==> src/rtl/sip_pkg.sv <==
// Shared types for the sync word inserter.
// Assumes: nothing beyond IEEE 1800-2017.
package sip_pkg;
    typedef enum logic [1:0] {
        SIP_IDLE = 2'd0,
        SIP_SEND = 2'd1,
        SIP_GAP  = 2'd2
    } sip_state_e;
endpackage

==> src/rtl/sip_ratio_reg.sv <==
// Holds the clock-to-data ratio setting. On 'enter' it saves the live value
// and forces the unity code; on 'restore' it writes the saved value back.
// Assumes: enter and restore are never high in the same cycle.
module sip_ratio_reg #(
    parameter int RATIO_W   = 2,
    parameter int RATIO_ONE = 0,
    parameter int RATIO_RST = 0
) (
    input  logic               clk,
    input  logic               rst_n,
    input  logic               wr_en,
    input  logic [RATIO_W-1:0] wr_data,
    input  logic               busy,
    input  logic               enter,
    input  logic               restore,
    output logic [RATIO_W-1:0] ratio
);
    localparam logic [RATIO_W-1:0] ONE_CODE = RATIO_W'(RATIO_ONE);
    localparam logic [RATIO_W-1:0] RST_CODE = RATIO_W'(RATIO_RST);

    logic [RATIO_W-1:0] saved_q;

    // Live ratio: forced, restored, or written by software when idle.
    always_ff @(posedge clk) begin
        if (!rst_n) begin
            ratio   <= RST_CODE;
            saved_q <= RST_CODE;
        end else if (enter) begin
            saved_q <= ratio;
            ratio   <= ONE_CODE;
        end else if (restore) begin
            ratio   <= saved_q;
        end else if (wr_en && !busy) begin
            ratio   <= wr_data;
        end
    end
endmodule

==> src/rtl/sip_gap_counter.sv <==
// Down-counter that paces padding words. 'load' starts a gap of GAP cycles;
// 'zero' is high in the last cycle of the gap.
// Assumes: GAP >= 1.
module sip_gap_counter #(
    parameter int GAP = 4
) (
    input  logic clk,
    input  logic rst_n,
    input  logic load,
    output logic zero
);
    localparam int GW = (GAP > 1) ? $clog2(GAP) : 1;
    localparam logic [GW-1:0] LOAD_VAL = GW'(GAP - 1);

    logic [GW-1:0] cnt_q;

    // Count down from GAP-1 to 0 and hold there.
    always_ff @(posedge clk) begin
        if (!rst_n)
            cnt_q <= '0;
        else if (load)
            cnt_q <= LOAD_VAL;
        else if (cnt_q != '0)
            cnt_q <= cnt_q - 1'b1;
    end

    assign zero = (cnt_q == '0);
endmodule

==> src/rtl/sip_budget_timer.sv <==
// Counts cycles since the start edge while a run is active. 'expired' is
// high in the cycle whose closing edge is LIMIT edges after the start edge.
// Assumes: LIMIT >= 2; 'clear' is pulsed on the start edge.
module sip_budget_timer #(
    parameter int LIMIT = 200
) (
    input  logic clk,
    input  logic rst_n,
    input  logic clear,
    input  logic run,
    output logic expired
);
    localparam int TW = $clog2(LIMIT + 1);
    localparam logic [TW-1:0] LAST = TW'(LIMIT - 1);

    logic [TW-1:0] tick_q;

    // Elapsed-cycle counter that stops at its last value.
    always_ff @(posedge clk) begin
        if (!rst_n)
            tick_q <= '0;
        else if (clear)
            tick_q <= '0;
        else if (run && tick_q != LAST)
            tick_q <= tick_q + 1'b1;
    end

    assign expired = run && (tick_q == LAST);
endmodule

==> src/rtl/sip_word_counter.sv <==
// Saturating count of accepted padding words.
// Assumes: 'clear' and 'inc' never coincide (clear happens only when idle).
module sip_word_counter #(
    parameter int CNT_W = 16
) (
    input  logic             clk,
    input  logic             rst_n,
    input  logic             clear,
    input  logic             inc,
    output logic [CNT_W-1:0] count
);
    // Clear on a new run; add one per handshake, saturating at all ones.
    always_ff @(posedge clk) begin
        if (!rst_n)
            count <= '0;
        else if (clear)
            count <= '0;
        else if (inc && count != '1)
            count <= count + 1'b1;
    end
endmodule

==> src/rtl/sync_pad_inserter.sv <==
// Issues all-ones padding words until early user mode is reported or a
// cycle budget expires. The ratio is parked at unity during a run and
// restored on success.
// Assumes: start is a single-cycle pulse; early_user is synchronous to clk.
module sync_pad_inserter #(
    parameter int DATA_W         = 32,
    parameter int RATIO_W        = 2,
    parameter int RATIO_ONE      = 0,
    parameter int RATIO_RST      = 0,
    parameter int GAP_CYCLES     = 4,
    parameter int TIMEOUT_CYCLES = 200,
    parameter int CNT_W          = 16
) (
    input  logic               clk,
    input  logic               rst_n,
    input  logic               start,
    input  logic               early_user,
    input  logic               ratio_wr_en,
    input  logic [RATIO_W-1:0] ratio_wr_data,
    output logic [RATIO_W-1:0] ratio,
    output logic               word_valid,
    output logic [DATA_W-1:0]  word_data,
    input  logic               word_ready,
    output logic               done,
    output logic               timeout,
    output logic [CNT_W-1:0]   extra_count
);
    import sip_pkg::*;

    localparam logic [DATA_W-1:0] FILL_WORD = '1;

    sip_state_e state_q;
    logic       valid_q, done_q, tmo_q;
    logic       start_go, enter, restore, hs, busy;
    logic       gap_zero, budget_out;

    assign busy     = (state_q != SIP_IDLE);
    assign start_go = start && !busy;
    assign enter    = start_go && !early_user;
    assign hs       = valid_q && word_ready;
    assign restore  = (state_q == SIP_GAP) && gap_zero && early_user;

    sip_ratio_reg #(
        .RATIO_W  (RATIO_W),
        .RATIO_ONE(RATIO_ONE),
        .RATIO_RST(RATIO_RST)
    ) u_ratio (
        .clk    (clk),
        .rst_n  (rst_n),
        .wr_en  (ratio_wr_en),
        .wr_data(ratio_wr_data),
        .busy   (busy),
        .enter  (enter),
        .restore(restore),
        .ratio  (ratio)
    );

    sip_gap_counter #(.GAP(GAP_CYCLES)) u_gap (
        .clk  (clk),
        .rst_n(rst_n),
        .load (hs),
        .zero (gap_zero)
    );

    sip_budget_timer #(.LIMIT(TIMEOUT_CYCLES)) u_budget (
        .clk    (clk),
        .rst_n  (rst_n),
        .clear  (start_go),
        .run    (busy),
        .expired(budget_out)
    );

    sip_word_counter #(.CNT_W(CNT_W)) u_count (
        .clk  (clk),
        .rst_n(rst_n),
        .clear(start_go),
        .inc  (hs),
        .count(extra_count)
    );

    // Run sequencer: offer a word, wait out the gap, then check status.
    always_ff @(posedge clk) begin
        if (!rst_n) begin
            state_q <= SIP_IDLE;
            valid_q <= 1'b0;
            done_q  <= 1'b0;
            tmo_q   <= 1'b0;
        end else begin
            case (state_q)
                SIP_IDLE: begin
                    if (start) begin
                        done_q <= early_user;
                        tmo_q  <= 1'b0;
                        if (!early_user) begin
                            state_q <= SIP_SEND;
                            valid_q <= 1'b1;
                        end
                    end
                end
                SIP_SEND: begin
                    if (budget_out) begin
                        state_q <= SIP_IDLE;
                        valid_q <= 1'b0;
                        tmo_q   <= 1'b1;
                    end else if (hs) begin
                        state_q <= SIP_GAP;
                        valid_q <= 1'b0;
                    end
                end
                SIP_GAP: begin
                    if (gap_zero && early_user) begin
                        state_q <= SIP_IDLE;
                        done_q  <= 1'b1;
                    end else if (budget_out) begin
                        state_q <= SIP_IDLE;
                        tmo_q   <= 1'b1;
                    end else if (gap_zero) begin
                        state_q <= SIP_SEND;
                        valid_q <= 1'b1;
                    end
                end
                default: begin
                    state_q <= SIP_IDLE;
                    valid_q <= 1'b0;
                end
            endcase
        end
    end

    assign word_valid = valid_q;
    assign word_data  = valid_q ? FILL_WORD : '0;
    assign done       = done_q;
    assign timeout    = tmo_q;
endmodule

==> config.mk <==
export PLATFORM = sky130hd
export DESIGN_NAME = sync_pad_inserter
export DESIGN_NICKNAME = d
export VERILOG_FILES = /design/src/rtl/sip_pkg.sv /design/src/rtl/sip_ratio_reg.sv /design/src/rtl/sip_gap_counter.sv /design/src/rtl/sip_budget_timer.sv /design/src/rtl/sip_word_counter.sv /design/src/rtl/sync_pad_inserter.sv
export SDC_FILE = /design/constraint.sdc
export NUM_CORES = 1
export LEC_CHECK = 0
export CORE_AREA = 8 8 79 108
export DETAILED_ROUTE_END_ITERATION = 6
export DIE_AREA = 0 0 87 116
export HOLD_SLACK_MARGIN = 0.15
export PLACE_DENSITY = 0.56
export SYNTH_ARGS = -nofsm -noshare
export SYNTH_HDL_FRONTEND = slang
export SYNTH_SLANG_ARGS = --single-unit
==> constraint.sdc <==
create_clock -name clk -period 4.3 [get_ports clk]
set_input_delay 0.86 -clock clk [delete_from_list [all_inputs] [get_ports clk]]
set_output_delay 0.86 -clock clk [all_outputs]
set_load 0.03 [all_outputs]
==> impl_metrics.py, run 1 <==
metrics = {
    "detailed_routing": {
        "antenna_left": 0,
        "dr_total_vias": 1768,
        "route.detailed.drc": 0,
        "viasPerCell": 4.78,
        "drt-initial-drc-count": 93,
        "wl_per_cell_um": 13.5,
        "drt_pass1_iterations": 4,
        "drt_wl_total_mm": 4.99,
    },
    "yosys": {
        "yosys_warnings": 0,
        "synth_seq_cells": 35,
        "synth_top_area_share_pct": 33.7,
        "ys_seq_area_share_pct": 33.7,
        "async_flop_share_pct": 0,
        "synth_area_leader_cell": "dfxtp_1",
        "ys_top_cells_by_count": "dfxtp_1 (35), buf_4 (33), nor2_1 (21)",
        "netlist_area_um2": 2080,
        "synth.most_common_cell": "dfxtp_1",
        "syn_inst": 246,
        "yosys_most_used_dff": "dfxtp_1",
        "synth_nets": 261,
        "synth_cell_types": 51,
        "syn_avg_cell_area_um2": 8.46,
        "synth_edf_count": 0,
        "ys_top_cells_by_area": "dfxtp_1 (34%), buf_4 (12%), ha_1 (4.2%)",
    },
    "flow_run": {
        "drv_cap": 0,
    },
    "critical_path": {
        "crit_type": "reg -> out",
        "worstPathRequired_ps": 3440,
        "cp_slowest_cell": "dfxtp_1",
        "critPathTopFamily": "flip-flops",
        "crit_arrival_ps": 2110,
        "slowest_delay_ps": 980,
        "critical_path.max_fanout": 37,
        "path_cells": "clkdlybuf4s50_1",
        "critical_path_buf_inv_count": 1,
        "endpoint_kind": "primary output",
        "start_kind": "flip-flop",
    },
    "floorplanning": {
        "io_pins": 61,
        "die-area_um2": 10100,
        "start_util_pct": 30.2,
        "fp.dieH_um": 116,
        "rows": 36,
        "core_um2": 6890,
        "die_w_um": 87,
    },
    "pwr": {
        "pwr-share-seq_pct": 26.4,
        "max-vdd-ir-drop_v": 0.000316,
        "pwr-share-comb_pct": 57.1,
        "p_switching_mw": 0.720,
        "p_sw_share_pct": 45.5,
        "p_per_area_nw_per_um2": 603,
        "pwr-share-clk_pct": 16.6,
        "leakagePower_nw": 0.942,
        "p_int_mw": 0.861,
        "power_mw": 1.58,
    },
    "cts": {
        "cts_root_buf": "clkbuf_8",
        "clk_latency_ps": 280,
        "cts_num_sinks": 35,
        "cts_made_buffers": 5,
        "clkTransAtPathRegs_ps": 70,
        "cts_resized": 0,
        "holdBufCountCts": 0,
        "cts_tree": "done",
        "post_cts_buffers": 0,
        "htree_levels": 2,
        "cts_buffer_depth": 2,
    },
    "layout": {
        "final_nets": 289,
        "antenna_cells": 0,
        "syn_to_final_growth_pct": 26.0,
        "final_util_pct": 38.0,
        "n_fill_cell": 708,
        "drive_gt1_share_pct": 5.45,
        "design_area_um2": 2620,
        "final_cells": 370,
    },
    "timing": {
        "fin_skew_ps": 3.35,
        "finalSetupViolCount": 0,
        "period_needed_ps": 2970,
        "fin_crit_sh_pct": 69.2,
        "hold_viol": 0,
        "grt_setup_unrepaired": "false",
        "setup_ws_ps": 1330,
        "fmax_mhz": 336,
        "worst_pin_slew_ps": 998,
        "worst_hold_slack_ps": 498,
        "relSlewSlack_pct": 33.4,
        "slew_viol_final": 0,
        "fin_tns_setup_ps": 0,
    },
    "global_route": {
        "grt_pass1_wl_mm": 7.78,
        "track_usage_pct": 9.65,
        "antenna_found_initial": 0,
        "grt_overflow": 0,
        "grt_pass1_vias": 1645,
        "grt_max_degree": 38,
    },
    "placed_design": {
        "dp_hpwl_mm": 3.85,
        "gp_congestion": 0.837,
        "place_inst": 362,
        "place_area_um2": 2520,
        "post-place-ws_ps": 1420,
        "numPortBuffers": 60,
    },
    "status": {
        "status": "complete, no violations",
    },
    "hold_path": {
        "hold_class": "reg -> reg",
    },
}
flip-flops by register name, summed over array words and instances, names as in the netlist:
register / count
u_count.count: 16
u_budget.tick_q: 8
state_q: 2
u_gap.cnt_q: 2
u_ratio.ratio: 2
u_ratio.saved_q: 2
done: 1
timeout: 1
word_valid: 1
cell families after synthesis:
group,count (synthesis),share of synthesized area (%)
muxes,8,3.91
and+or+nand+nor,94,25.6
AOI/OAI and AO/OA,47,14.6
buffers and inverters,48,15.0
xor gates and xnor gates,7,2.95
DFF,35,33.7
adders and majority gates,7,4.21
routing by layer:
metal	up-vias	share of wire [%]	wire length [µm]	global-route usage, %
met2	35	51	2550	17.2
met5	-	0	0	0
met1	813	41	2060	10.2
met3	6	5.9	292	2.84
li1	914	-	-	-
met4	0	1.7	86	4.27
cell type report:
class | count | area (µm²) | share of cell area (%)
Clock buffer | 8 | 100 | 3.82
Sequential cell | 35 | 701 | 26.7
Inverter | 9 | 33.8 | 1.29
Tap cell | 95 | 119 | 4.53
Timing Repair Buffer | 60 | 601 | 22.9
Multi-Input combinational cell | 163 | 1070 | 40.7
power by group through the flow:
stage	Sequential (mW)	Clock (mW)	Combinational (mW)
2_1_floorplan	0.439	0	0.721
3_3_place_gp	0.425	0	0.911
3_5_place_dp	0.426	0	0.912
4_1_cts	0.419	0.273	0.915
5_1_grt	0.428	0.286	0.958
6_report	0.417	0.262	0.902
final timing paths:
check / start / endpoint / slack, ps / cells past startpoint
worst max-delay path: word_valid / word_data[28] / 1330 / 1
worst min-delay path: u_count.count[15] / u_count.count[15] / 500 / 2
worst max register to register: word_valid / state_q[0] / 1770 / 4
worst min register to register: u_count.count[15] / u_count.count[15] / 500 / 2
cells in the final DEF (no fill, tap or decap), types with 3 or more instances in the layout:
| master | instances |
|---|---|
| nand2_1 | 18 |
| clkbuf_8 | 7 |
| nor2b_1 | 3 |
| xor2_1 | 5 |
| o211ai_1 | 3 |
| o31ai_1 | 3 |
| or3_1 | 6 |
| and3_1 | 4 |
| nor2_1 | 21 |
| o21ai_0 | 11 |
| nand4_1 | 5 |
| dfxtp_1 | 35 |
| inv_1 | 8 |
| a211oi_1 | 5 |
| nand3_1 | 11 |
| or4_1 | 7 |
| a21oi_1 | 13 |
| ha_1 | 7 |
| mux2i_1 | 7 |
| nor3_1 | 3 |
| clkdlybuf4s50_1 | 60 |
Power figures use the tool's default switching activity.
==> run 2, diff against run 1 <==
Clock period 4.3 ns to 3 ns, I/O delays scaled along.
==> run 2 against run 1 <==
  * Design area fell by 0.19%
  * Power up 40%
  * Critical path depth is 1 higher
  * Utilization fell by 0.073 points
  * Register-to-register slack worse by 990 ps
  * Count of clock-buffer cells in the layout decreased by 2
  * Clock skew increased by 2.0 ps
  * Final cell count increased by 0.27%
  * Routed wire length up 2.3%
  * Sequential power increased by 33%
  * First-iteration DRC count grew 5.4%
  * Setup slack got worse by 650 ps
  * Critical path type unchanged
  * Largest cell class unchanged
  * Largest power group unchanged
==> impl_metrics.py, run 2 (synthesis results as in run 1) <==
metrics = {
    "cts": {
        "clk_latency_ps": 280,
        "cts_root_buf": "clkbuf_8",
        "cts_made_buffers": 5,
        "cts_tree": "done",
        "htree_levels": 2,
        "cts_num_sinks": 35,
        "clkTransAtPathRegs_ps": 60,
        "cts_resized": 0,
        "post_cts_buffers": 0,
        "holdBufCountCts": 0,
        "cts_buffer_depth": 2,
    },
    "pwr": {
        "leakagePower_nw": 0.942,
        "max-vdd-ir-drop_v": 0.000449,
        "p_per_area_nw_per_um2": 848,
    },
    "layout": {
        "syn_to_final_growth_pct": 25.7,
        "mostFrequentLayoutCell": "clkdlybuf4s50_1",
        "final_util_pct": 38.0,
        "final_cell_mix": "clkdlybuf4s50_1 (60), dfxtp_1 (35), nor2_1 (21), nand2_1 (18), a21oi_1 (13)",
        "antenna_cells": 0,
        "final_nets": 292,
        "drive_gt1_share_pct": 5.80,
        "top_regs": "u_count.count x16, u_budget.tick_q x8",
        "largest_reg_flops": 16,
        "largest_register": "u_count.count",
    },
    "floorplanning": {
        "rows": 36,
        "start_util_pct": 30.2,
        "core_um2": 6890,
        "die_w_um": 87,
        "die-area_um2": 10100,
        "io_pins": 61,
        "fp.dieH_um": 116,
    },
    "timing": {
        "slew_viol_final": 0,
        "fin_tns_setup_ps": 0,
        "fin_skew_ps": 5.34,
        "fmax_mhz": 430,
        "fin_crit_sh_pct": 77.5,
        "hold_viol": 0,
        "finalSetupViolCount": 0,
        "relSlewSlack_pct": 51.3,
        "worst_pin_slew_ps": 725,
        "grt_setup_unrepaired": "false",
        "worst_hold_slack_ps": 507,
        "setup_ws_ps": 676,
        "period_needed_ps": 2320,
    },
    "global_route": {
        "grt_max_degree": 34,
        "grt_pass1_wl_mm": 8.16,
        "antenna_found_initial": 0,
        "grt_pass1_vias": 1695,
        "grt_overflow": 0,
        "track_usage_pct": 10.1,
    },
    "critical_path": {
        "r2r_end": "word_valid",
        "critical_path.max_fanout": 33,
        "worstPathRequired_ps": 2400,
        "worstSetupStartpoint": "word_valid",
        "critPathTopFamily": "buffers and inverters",
        "cp_slowest_cell": "clkdlybuf4s50_1",
        "endpoint_kind": "primary output",
        "crit_arrival_ps": 1720,
        "critical_path_buf_inv_count": 2,
        "slowest_delay_ps": 740,
        "rr_worst_depth": 6,
        "cp.depth": 2,
        "crit_end": "word_data[29]",
        "start_kind": "flip-flop",
        "crit_type": "reg -> out",
        "path_cells": "buf_4 -> clkdlybuf4s50_1",
        "r2r_setup_slack_ps": 780,
        "r2r-start": "state_q[0]",
    },
    "detailed_routing": {
        "wl_per_cell_um": 13.8,
        "route.detailed.drc": 0,
        "drt_pass1_iterations": 4,
        "viasPerCell": 4.81,
        "antenna_left": 0,
        "dr_total_vias": 1785,
        "drt-initial-drc-count": 98,
        "drt_wl_total_mm": 5.11,
    },
    "flow_run": {
        "drv_cap": 0,
    },
    "status": {
        "status": "complete, no violations",
    },
    "placed_design": {
        "dp_hpwl_mm": 3.92,
        "post-place-ws_ps": 590,
        "gp_congestion": 0.794,
        "numPortBuffers": 60,
    },
    "hold_path": {
        "hold_class": "reg -> reg",
        "worstHoldPathCells": 2,
    },
}
-- run 2: cell types whose count changed in the layout (fill, tap and decap cells not counted) --
cell	previous run	this run
buf_4	0	3
clkbuf_8	7	5
-- run 2: per-layer routing --
metal	part of all wire (%)	wire, µm	GRT usage, %
met1	43	2200	11.1
met2	50	2560	17.8
met3	5.2	266	2.56
met4	1.5	79	4.27
met5	0	0	0
-- run 2: power breakdown --
group / leakage (nW) / internal (mW) / switching, mW
Sequential: 0.284 / 0.513 / 0.0423
Clock: 0.0371 / 0.155 / 0.160
Combinational: 0.622 / 0.525 / 0.824
-- run 2: layout make-up --
cell class / count / area (µm²)
tap: 95 / 119
fill: 711 / 4280
clock buffer: 6 / 72.6
multi-input combinational: 163 / 1070
timing repair buffer: 63 / 623
sequential: 35 / 701
inverter: 9 / 33.8
-- run 2: worst reg2reg max path, delay by kind of cell (launching register included) --
kind	cells	cell delay (ps)
mux	1	360
flops	1	400
simple gates	2	510
fa+ha+maj	1	360
buf+inv	1	80
compound gates	1	390
-- run 2: how the worst min path moves through the flow --
| stage | end | slack (ps) | from |
|---|---|---|---|
| floorplan | u_ratio.saved_q[0] | 460 | u_ratio.saved_q[0] |
| global placement | u_ratio.saved_q[1] | 480 | u_ratio.saved_q[1] |
| global route | timeout | 540 | timeout |
| CTS | u_ratio.ratio[1] | 500 | u_ratio.saved_q[1] |
| detailed placement | u_ratio.saved_q[1] | 490 | u_ratio.saved_q[1] |
| finish | u_ratio.ratio[1] | 510 | u_ratio.saved_q[1] |
-- run 2: stage by stage --
| step | instances | power, mW | cell area, µm² |
|---|---|---|---|
| finish | 371 | 2.22 | 2620 |
| global route | 371 | 2.35 | 2620 |
| CTS | 371 | 2.25 | 2620 |
| detailed placement | 365 | 1.93 | 2540 |
| global placement | 365 | 1.93 | 2540 |
| floorplan | 246 | 1.66 | 2080 |
==> run 3, diff against run 2 <==
Clock period 3 ns to 2.4 ns, I/O delays scaled along.
==> run 3 against run 2 <==
  * Non-clock buffer count up 9
  * Sequential power up 25%
  * Final cell count up 3.0%
  * Setup slack worse by 480 ps
  * Global-route usage up 0.15 points
  * Combinational power up 28%
  * Utilization up 1.4 points
  * Design area up 3.6%
  * Clock power up 53%
  * Flip-flop and latch count unchanged
  * Largest cell class unchanged
==> impl_metrics.py, run 3 (synthesis results as in run 1) <==
metrics = {
    "status": {
        "status": "complete, no violations",
    },
    "hold_path": {
        "hold_class": "reg -> reg",
        "min_from": "u_ratio.saved_q[0]",
        "worstHoldPathCells": 2,
        "hold_path_end": "u_ratio.saved_q[0]",
    },
    "floorplanning": {
        "die-area_um2": 10100,
        "rows": 36,
        "io_pins": 61,
        "core_um2": 6890,
        "die_w_um": 87,
        "fp.dieH_um": 116,
        "start_util_pct": 30.2,
    },
    "cts": {
        "cts_made_buffers": 5,
        "post_cts_buffers": 0,
        "holdBufCountCts": 0,
        "cts_tree": "done",
        "cts_root_buf": "clkbuf_8",
        "cts_buffer_depth": 2,
        "clkTransAtPathRegs_ps": 70,
        "cts_num_sinks": 35,
        "htree_levels": 2,
        "cts_resized": 0,
        "clk_latency_ps": 300,
    },
    "timing": {
        "fin_crit_sh_pct": 91.7,
        "finalSetupViolCount": 0,
        "slew_viol_final": 0,
        "period_needed_ps": 2200,
        "hold_viol": 0,
        "worst_pin_slew_ps": 530,
        "relSlewSlack_pct": 64.6,
        "fmax_mhz": 455,
        "grt_setup_unrepaired": "false",
        "fin_skew_ps": 7.70,
        "fin_tns_setup_ps": 0,
    },
    "pwr": {
        "pwr-share-comb_pct": 59.5,
        "pwr-share-clk_pct": 16.6,
        "p_int_mw": 1.59,
        "pwr-share-seq_pct": 23.8,
        "p_per_area_nw_per_um2": 1070,
        "p_sw_share_pct": 45.2,
        "leakagePower_nw": 1.00,
        "max-vdd-ir-drop_v": 0.000592,
        "p_switching_mw": 1.31,
    },
    "layout": {
        "final_cell_mix": "clkdlybuf4s50_1 (60), dfxtp_1 (35), nor2_1 (21), nand2_1 (18), a21oi_1 (13)",
        "final_nets": 301,
        "n_fill_cell": 729,
        "mostFrequentLayoutCell": "clkdlybuf4s50_1",
        "top_regs": "u_count.count x16, u_budget.tick_q x8",
        "drive_gt1_share_pct": 9.41,
        "multi_input_area_um2": 1070,
        "largest_register": "u_count.count",
        "syn_to_final_growth_pct": 30.3,
        "final_util_pct": 39.3,
        "largest_reg_flops": 16,
        "antenna_cells": 0,
        "regArea_um2": 701,
    },
    "placed_design": {
        "gp_congestion": 0.794,
        "numPortBuffers": 60,
        "dp_hpwl_mm": 4.09,
    },
    "detailed_routing": {
        "route.detailed.drc": 0,
        "dr_total_vias": 1848,
        "drt-initial-drc-count": 174,
        "drt_pass1_iterations": 4,
        "wl_per_cell_um": 13.7,
        "antenna_left": 0,
        "viasPerCell": 4.84,
        "drt_wl_total_mm": 5.23,
    },
    "critical_path": {
        "r2r-start": "state_q[0]",
        "worstPathRequired_ps": 1920,
        "r2r_setup_slack_ps": 380,
        "crit_arrival_ps": 1720,
        "start_kind": "flip-flop",
        "r2r_end": "word_valid",
        "endpoint_kind": "primary output",
        "critical_path.max_fanout": 33,
        "crit_type": "reg -> out",
        "rr_worst_depth": 6,
    },
    "global_route": {
        "grt_overflow": 0,
        "grt_max_degree": 34,
        "grt_pass1_wl_mm": 8.20,
        "track_usage_pct": 10.2,
        "grt_pass1_vias": 1787,
        "antenna_found_initial": 0,
    },
    "flow_run": {
        "drv_cap": 0,
    },
}
## run 3: cell count changes in the layout (fill, tap and decap cells not counted)
cell,previous run,this run
buf_4,3,12
clkbuf_8,5,7
## run 3: stage by stage
stage	power, mW	setup slack, ps	hold WS (ps)	cells	cell area (µm²)
2_1_floorplan	2.08	56.1	464	246	2080
3_3_place_gp	2.45	295	485	374	2610
3_5_place_dp	2.46	284	491	374	2610
4_1_cts	2.94	171	507	382	2710
5_1_grt	3.06	108	526	382	2710
6_report	2.90	200	504	382	2710
## run 3: how the worst max path moves through the flow
| stage | from | end | cells past startpoint |
|---|---|---|---|
| after floorplan | word_valid | u_count.count[8] | 4 |
| after global placement | word_ready | u_count.count[15] | 5 |
| after detailed placement | word_ready | u_count.count[15] | 5 |
| after CTS | word_valid | word_data[9] | 2 |
| after global routing | word_valid | word_data[18] | 2 |
| final | word_valid | word_data[28] | 2 |
## run 3: layout make-up
cell class                      count  area share, %
Tap cell                           95           4.38
Inverter                            9           1.25
Clock buffer                        8           3.69
Sequential cell                    35           25.8
Multi-Input combinational cell    163           39.4
Timing Repair Buffer               72           25.5
## run 3: per-layer routing
layer / wire length, µm / vias up / track usage [%]
met2: 2610 / 46 / 17.9
met5: 0 / - / 0
li1: - / 945 / -
met4: 123 / 0 / 5.65
met3: 322 / 8 / 3.12
met1: 2180 / 849 / 10.6
## run 3: worst max-delay path, stage by stage (launching register included)
cell and delay, ps:
dfxtp_1 390, buf_4 300, clkdlybuf4s50_1 740
## run 3: power by group through the flow
stage	Combinational [mW]	Sequential [mW]	Clock [mW]
CTS	1.76	0.692	0.497
global route	1.84	0.699	0.521
finish	1.73	0.691	0.483
floorplan	1.29	0.787	0
detailed placement	1.75	0.704	0
global placement	1.75	0.704	0
